File: src/rtl/dadc_pkg.sv
package dadc_pkg;

  typedef enum logic [1:0] {
    CV_IDLE  = 2'd0,
    CV_SETUP = 2'd1,
    CV_PULSE = 2'd2,
    CV_WAIT  = 2'd3
  } cv_state_t;

  typedef enum logic [1:0] {
    RS_IDLE  = 2'd0,
    RS_LOW_A = 2'd1,
    RS_GAP   = 2'd2,
    RS_LOW_B = 2'd3
  } rs_state_t;

  // Cycles needed so that a low pulse spans at least min_ps.
  function automatic int low_cycles(int clk_ps, int min_ps);
    int n;
    n = (min_ps + clk_ps - 1) / clk_ps;
    if (n < 1) n = 1;
    return n;
  endfunction

  // Counter width able to hold 0 .. n-1.
  function automatic int cnt_w(int n);
    return (n < 2) ? 1 : $clog2(n);
  endfunction

endpackage

File: src/rtl/dadc_conv_seq.sv
module dadc_conv_seq
  import dadc_pkg::*;
#(
  parameter int CLK_PERIOD_PS = 10000,
  parameter int MIN_LOW_PS    = 15000,
  parameter int TIMEOUT_CYC   = 64
) (
  input  logic clk,
  input  logic rst_n,
  input  logic start_i,
  input  logic run_i,
  input  logic pair_req_i,
  input  logic busy_i,
  output logic convst_n_o,
  output logic pair_sel_o,
  output logic done_o,
  output logic done_pair_o,
  output logic timeout_o
);

  localparam int LOW_CYC = low_cycles(CLK_PERIOD_PS, MIN_LOW_PS);
  localparam int LCW     = cnt_w(LOW_CYC);
  localparam int TCW     = cnt_w(TIMEOUT_CYC);
  localparam int RUNW    = cnt_w(LOW_CYC + 2) + 1;

  cv_state_t      st;
  logic [LCW-1:0] lcnt;
  logic [TCW-1:0] tcnt;
  logic           pair_q;
  logic           busy_q;
  logic           done_q;
  logic           done_pair_q;
  logic           tmo_q;

  // named events
  logic trig;
  logic busy_fall;
  logic pulse_last;
  logic wait_expired;

  assign trig         = start_i | run_i;
  assign busy_fall    = busy_q & ~busy_i;
  assign pulse_last   = (lcnt == LCW'(LOW_CYC - 1));
  assign wait_expired = (tcnt == TCW'(TIMEOUT_CYC - 1));

  always_ff @(posedge clk or negedge rst_n) begin
    if (!rst_n) begin
      st          <= CV_IDLE;
      lcnt        <= '0;
      tcnt        <= '0;
      pair_q      <= 1'b0;
      busy_q      <= 1'b0;
      done_q      <= 1'b0;
      done_pair_q <= 1'b0;
      tmo_q       <= 1'b0;
    end else begin
      busy_q <= busy_i;
      done_q <= 1'b0;
      tmo_q  <= 1'b0;
      case (st)
        CV_IDLE: begin
          if (trig) begin
            st     <= CV_SETUP;
            pair_q <= pair_req_i;
          end
        end
        CV_SETUP: begin
          st   <= CV_PULSE;
          lcnt <= '0;
        end
        CV_PULSE: begin
          if (pulse_last) begin
            st   <= CV_WAIT;
            tcnt <= '0;
          end else begin
            lcnt <= lcnt + 1'b1;
          end
        end
        CV_WAIT: begin
          if (busy_fall) begin
            done_q      <= 1'b1;
            done_pair_q <= pair_q;
            if (run_i) begin
              st     <= CV_SETUP;
              pair_q <= pair_req_i;
            end else begin
              st <= CV_IDLE;
            end
          end else if (wait_expired) begin
            tmo_q <= 1'b1;
            st    <= CV_IDLE;
          end else begin
            tcnt <= tcnt + 1'b1;
          end
        end
        default: st <= CV_IDLE;
      endcase
    end
  end

  assign convst_n_o  = (st != CV_PULSE);
  assign pair_sel_o  = pair_q;
  assign done_o      = done_q;
  assign done_pair_o = done_pair_q;
  assign timeout_o   = tmo_q;

  // checker state: length of the current low phase
  logic [RUNW-1:0] low_run;
  always_ff @(posedge clk or negedge rst_n) begin
    if (!rst_n)           low_run <= '0;
    else if (!convst_n_o) low_run <= low_run + 1'b1;
    else                  low_run <= '0;
  end

  a_r2_low_width: assert property (@(posedge clk) disable iff (!rst_n)
    $rose(convst_n_o) |-> (low_run == RUNW'(LOW_CYC)));

  a_r4_pair_hold_pulse: assert property (@(posedge clk) disable iff (!rst_n)
    (!convst_n_o && !$past(convst_n_o)) |-> $stable(pair_sel_o));

  a_r4_pair_hold_wait: assert property (@(posedge clk) disable iff (!rst_n)
    (st == CV_WAIT && $past(st) == CV_WAIT) |-> $stable(pair_sel_o));

  a_r5_done_follows_busy: assert property (@(posedge clk) disable iff (!rst_n)
    done_o |-> (!$past(busy_i) && $past(busy_i, 2)));

  a_r10_timeout_quiet: assert property (@(posedge clk) disable iff (!rst_n)
    timeout_o |-> (convst_n_o && !done_o));

  a_r10_timeout_single: assert property (@(posedge clk) disable iff (!rst_n)
    timeout_o |=> !timeout_o);

endmodule

File: src/rtl/dadc_read_seq.sv
module dadc_read_seq
  import dadc_pkg::*;
#(
  parameter int DATA_W  = 12,
  parameter int RD_HOLD = 1
) (
  input  logic              clk,
  input  logic              rst_n,
  input  logic              done_i,
  input  logic              pair_i,
  input  logic [DATA_W-1:0] data_i,
  output logic              cs_n_o,
  output logic              rd_n_o,
  output logic              valid_o,
  output logic [DATA_W-1:0] data_o,
  output logic              chan_o,
  output logic              pair_o
);

  localparam int HCW  = cnt_w(RD_HOLD);
  localparam int RUNW = cnt_w(RD_HOLD + 2) + 1;

  rs_state_t         st;
  logic [HCW-1:0]    hcnt;
  logic              pair_q;
  logic              valid_q;
  logic [DATA_W-1:0] data_q;
  logic              chan_q;

  // named events
  logic strobe_low;
  logic hold_last;

  assign strobe_low = (st == RS_LOW_A) || (st == RS_LOW_B);
  assign hold_last  = (hcnt == HCW'(RD_HOLD - 1));

  always_ff @(posedge clk or negedge rst_n) begin
    if (!rst_n) begin
      st      <= RS_IDLE;
      hcnt    <= '0;
      pair_q  <= 1'b0;
      valid_q <= 1'b0;
      data_q  <= '0;
      chan_q  <= 1'b0;
    end else begin
      valid_q <= 1'b0;
      case (st)
        RS_IDLE: begin
          if (done_i) begin
            st     <= RS_LOW_A;
            hcnt   <= '0;
            pair_q <= pair_i;
          end
        end
        RS_LOW_A: begin
          if (hold_last) begin
            valid_q <= 1'b1;
            data_q  <= data_i;
            chan_q  <= 1'b0;
            st      <= RS_GAP;
          end else begin
            hcnt <= hcnt + 1'b1;
          end
        end
        RS_GAP: begin
          st   <= RS_LOW_B;
          hcnt <= '0;
        end
        RS_LOW_B: begin
          if (hold_last) begin
            valid_q <= 1'b1;
            data_q  <= data_i;
            chan_q  <= 1'b1;
            st      <= RS_IDLE;
          end else begin
            hcnt <= hcnt + 1'b1;
          end
        end
        default: st <= RS_IDLE;
      endcase
    end
  end

  assign cs_n_o  = ~strobe_low;
  assign rd_n_o  = ~strobe_low;
  assign valid_o = valid_q;
  assign data_o  = data_q;
  assign chan_o  = chan_q;
  assign pair_o  = pair_q;

  // checker state
  logic            last_chan_q;
  logic [RUNW-1:0] rd_low_run;
  always_ff @(posedge clk or negedge rst_n) begin
    if (!rst_n) begin
      last_chan_q <= 1'b1;
      rd_low_run  <= '0;
    end else begin
      if (valid_o) last_chan_q <= chan_o;
      if (!rd_n_o) rd_low_run <= rd_low_run + 1'b1;
      else         rd_low_run <= '0;
    end
  end

  a_r6_strobe_len: assert property (@(posedge clk) disable iff (!rst_n)
    $rose(rd_n_o) |-> (rd_low_run == RUNW'(RD_HOLD)));

  a_r7_valid_after_strobe: assert property (@(posedge clk) disable iff (!rst_n)
    valid_o |-> (rd_n_o && !$past(rd_n_o)));

  a_r7_chan_alternates: assert property (@(posedge clk) disable iff (!rst_n)
    valid_o |-> (chan_o != last_chan_q));

  a_r9_read_done_before_next: assert property (@(posedge clk) disable iff (!rst_n)
    done_i |-> (st == RS_IDLE));

endmodule

File: src/rtl/dadc_ctrl.sv
module dadc_ctrl #(
  parameter int DATA_W        = 12,
  parameter int CLK_PERIOD_PS = 10000,
  parameter int MIN_CONVST_PS = 15000,
  parameter int TIMEOUT_CYC   = 64,
  parameter int RD_HOLD       = 1
) (
  input  logic              clk,
  input  logic              rst_n,
  input  logic              start_i,
  input  logic              run_i,
  input  logic              pair_req_i,
  input  logic              busy_i,
  input  logic [DATA_W-1:0] data_i,
  output logic              convst_n_o,
  output logic              pair_sel_o,
  output logic              cs_n_o,
  output logic              rd_n_o,
  output logic              res_valid_o,
  output logic [DATA_W-1:0] res_data_o,
  output logic              res_chan_o,
  output logic              res_pair_o,
  output logic              timeout_o
);

  logic conv_done;
  logic conv_done_pair;

  dadc_conv_seq #(
    .CLK_PERIOD_PS (CLK_PERIOD_PS),
    .MIN_LOW_PS    (MIN_CONVST_PS),
    .TIMEOUT_CYC   (TIMEOUT_CYC)
  ) u_conv (
    .clk         (clk),
    .rst_n       (rst_n),
    .start_i     (start_i),
    .run_i       (run_i),
    .pair_req_i  (pair_req_i),
    .busy_i      (busy_i),
    .convst_n_o  (convst_n_o),
    .pair_sel_o  (pair_sel_o),
    .done_o      (conv_done),
    .done_pair_o (conv_done_pair),
    .timeout_o   (timeout_o)
  );

  dadc_read_seq #(
    .DATA_W  (DATA_W),
    .RD_HOLD (RD_HOLD)
  ) u_read (
    .clk     (clk),
    .rst_n   (rst_n),
    .done_i  (conv_done),
    .pair_i  (conv_done_pair),
    .data_i  (data_i),
    .cs_n_o  (cs_n_o),
    .rd_n_o  (rd_n_o),
    .valid_o (res_valid_o),
    .data_o  (res_data_o),
    .chan_o  (res_chan_o),
    .pair_o  (res_pair_o)
  );

  a_r8_tag_from_done: assert property (@(posedge clk) disable iff (!rst_n)
    (res_valid_o && !res_chan_o) |-> (res_pair_o == $past(conv_done_pair, 2)));

endmodule

File: config.mk
export PLATFORM = sky130hd
export DESIGN_NAME = dadc_ctrl
export DESIGN_NICKNAME = d
export VERILOG_FILES = /design/src/rtl/dadc_pkg.sv /design/src/rtl/dadc_conv_seq.sv /design/src/rtl/dadc_read_seq.sv /design/src/rtl/dadc_ctrl.sv
export SDC_FILE = /design/constraint.sdc
export NUM_CORES = 1
export LEC_CHECK = 0
export ABC_CLOCK_PERIOD_IN_PS = 3290
export CORE_MARGIN = 5
export CORE_UTILIZATION = 25
export CTS_BUF_LIST = sky130_fd_sc_hd__clkbuf_8 sky130_fd_sc_hd__clkbuf_16
export DETAILED_ROUTE_END_ITERATION = 6
export HOLD_SLACK_MARGIN = 0.05
export PLACE_DENSITY = 0.48
export SYNTH_ARGS = -nofsm -noshare
export SYNTH_HDL_FRONTEND = slang
export SYNTH_SLANG_ARGS = --single-unit
export TNS_END_PERCENT = 100
File: constraint.sdc
create_clock -name clk -period 3.29 [get_ports clk]
set_input_delay 0.329 -clock clk [delete_from_list [all_inputs] [get_ports clk]]
set_output_delay 0.329 -clock clk [all_outputs]
set_load 0.005 [all_outputs]
==> key figures <==
Run status
  • Outcome: finished, final reports clean

Clock network
  • Clock transition at path regs: 0.06 ns
  • CTS root buf: clkbuf_8
  • Post-CTS Setup Bufs: 0
  • Clock tree sinks: 31
  • H-tree Lvls: 2
  • Cts hold-fix bufs: 0
  • CTS max path bufs: 2
  • Clk_lat worst skew: 0.27 ns
  • CTS tree: built
  • PostCTS Resize Cnt: 0
  • Num CTS Buffers: 5

Yosys
  • Netlist cell types: 28
  • Synth warnings: 0
  • Synth area leaders: dfrtp_1 (53%), mux2_2 (14%), ha_1 (8.6%)
  • Top cells by count, synth: dfrtp_1 (31), mux2_2 (18), ha_1 (10), inv_1 (10)
  • Mapped cell area: 1461 um2
  • Register bit count reported by yosys: 31
  • Seq/Total Area, Yosys: 0.5308
  • Cell with the most instances after synthesis: dfrtp_1
  • FFs w/ async S/R, synth: 1.000
  • EDFF count, synth: 0
  • Synth Flop Type: dfrtp_1
  • Post-Syn Area per Cell: 12.08 um2
  • Yosys top cell area share: 0.5308
  • Mapped Nets: 149
  • Gate Count Post-Synth: 121
  • Leading area contributor after synthesis: dfrtp_1

GRT
  • Initial antenna violation count: 0
  • Largest net degree at the start of global routing: 32
  • Total grt overflow: 0
  • Vias in the first global route: 1,025
  • Overall global routing resource usage: 0.08345
  • First-pass GRT wire length: 4.830 mm

Worst setup path
  • Setup crit end kind: output pin
  • Crit-path max FO: 9
  • Critical path's slowest cell: clkdlybuf4s50_1
  • CP peak stage delay: 0.64 ns
  • CP startpoint kind: flip-flop
  • Req. time, crit path: 2.96 ns
  • Worst Reg-to-Reg Cells: 5
  • Worst Path Arrival: 2.11 ns
  • CP Class: flip-flop to output pin
  • Critical path buffers and inverters: 2
  • Delay-heaviest family, CP: buffers and inverters
  • CP cell instances: inv_1 -> ha_1 -> nor2_1 -> clkdlybuf4s50_1
  • Critical Path Stages: 4

Pwr
  • Overall power: 1.801 mW
  • Max rail drop VDD: 0.3309 mV
  • Cell Pwr Density: 901.8 nW/um2
  • Leak Pwr: 0.8710 nW

Placed design
  • Buffers on Ports: 37
  • Dpl cell area: 1909 um2
  • Placed insts: 228
  • Final Wtd Congestion: 0.7232
  • Hpwl dp: 2.284 mm

Cells and area
  • FILL cells: 565
  • Final cell count without fillers: 235
  • Layout area overhead: 36.64%
  • Multi-input gate area: 620.6 um2
  • Layout cell share with drive strength beyond 1: 0.1840
  • Sequential cell area: 775.7 um2
  • Diode count: 0
  • Layout Utilization: 0.3561
  • Final #Nets: 191
  • Fin area: 1997 um2

Timing
  • Unrepaired setup endpoints after global routing: no
  • Max Clock Skew: 0.004485 ns
  • Rel. slew slack: 0.5614
  • Setup tns final: 0 ns
  • Tmin final: 2.436 ns
  • Least-Margin Pin Slew: 0.6555 ns
  • Final Max Tran Viols: 0
  • Setup Viol. Count Final: 0
  • Fmax: 410.5 MHz
  • Final Cycle Share: 0.7405
  • Final hold violation count: 0

Detailed routing
  • Average wire per standard cell: 12.86 um
  • Number of antenna-violating nets in the routed design: 0
  • Residual DRC: 0
  • Via count: 1,043
  • Drt via density: 4.438
  • Total Wirelength: 3.022 mm
  • DR iter-0 viols: 17
  • Pre-antenna DRT Iters: 4

Worst hold path
  • Worst hold path type: input pin to async pin

Floorplan
  • Cell row count: 27
  • Die W: 86.46 um
  • Die area: 7474 um2
  • Die Y: 86.46 um
  • Initial Utilization: 0.2606
  • Number of top-level pins: 38
  • Core area: 5608 um2

Run
  • Max-cap check violation count: 0
registers in the layout (all words and copies together) (netlist names):
register and flops:
u_conv.done_o 1, u_read.pair_o 1, u_read.chan_o 1, u_read.valid_o 1
u_conv.pair_sel_o 1, u_conv.timeout_o 1, u_read.st 2, u_conv.lcnt 1
u_conv.done_pair_o 1, u_conv.busy_q 1, u_conv.st 2, u_conv.tcnt 6
u_read.data_o 12
layout make-up:
| class | count | share of cell area |
|---|---|---|
| repair buffers | 39 | 0.1930 |
| well taps | 72 | 0.04511 |
| clock inverters | 1 | 0.002506 |
| multi-input cells | 76 | 0.3108 |
| flip-flops and latches | 31 | 0.3885 |
| clock buffers | 6 | 0.04135 |
| inverters | 10 | 0.01880 |
kinds of logic (layout without fill, tap and decap cells):
family | Yosys count | count (layout) | synth area share
muxes | 18 | 18 | 0.1387
AOI/OAI and AO/OA | 19 | 19 | 0.08391
DFF | 31 | 31 | 0.5308
adders and majority gates | 10 | 10 | 0.08562
buffers and inverters | 14 | 56 | 0.04452
and+or+nand+nor | 29 | 29 | 0.1164
per-layer routing:
layer	wire, um	track usage	share of wire
met1	1343	0.09613	0.44
met2	1386	0.1356	0.46
met3	229	0.02471	0.076
met4	63	0.05099	0.021
met5	0	0	0
power by group:
part / internal (mW) / leakage, nW / switching, mW
Combinational: 0.521 / 0.442 / 0.356
Clock: 0.164 / 0.0470 / 0.131
Sequential: 0.539 / 0.382 / 0.0908
Total: 1.22 / 0.871 / 0.577
worst paths after layout:
check	startpoint	to	slack, ns
worst max-delay path	u_read.st[1]	cs_n_o	0.85
worst min-delay path	rst_n	u_read.data_o[0]	0.45
worst max register to register	u_conv.st[1]	u_conv.tcnt[3]	1.32
worst min register to register	u_read.chan_o	u_read.chan_o	0.49
max in group asynchronous	rst_n	u_conv.st[0]	2.55
min in group clk	u_read.chan_o	u_read.chan_o	0.49
through the flow:
stage / hold slack [ns] / worst slack [ns]
2_1_floorplan: 0.03341 / 1.590
3_3_place_gp: 0.4861 / 1.226
3_5_place_dp: 0.4925 / 1.138
4_1_cts: 0.4666 / 0.8264
5_1_grt: 0.4887 / 0.7315
6_report: 0.4502 / 0.8539
layout by cell type (no fill, tap or decap), types with 2 or more instances in the layout:
cell type	n
nand3_1	3
a21oi_1	4
o21ai_0	7
nor2b_1	2
nor2_1	6
nand4_1	3
o221ai_1	3
buf_4	2
nand2b_1	2
ha_1	10
mux2_2	18
nand2_1	7
dfrtp_1	31
clkbuf_8	6
clkdlybuf4s50_1	37
inv_1	10
Note: power is estimated with default switching activity, not from simulation.
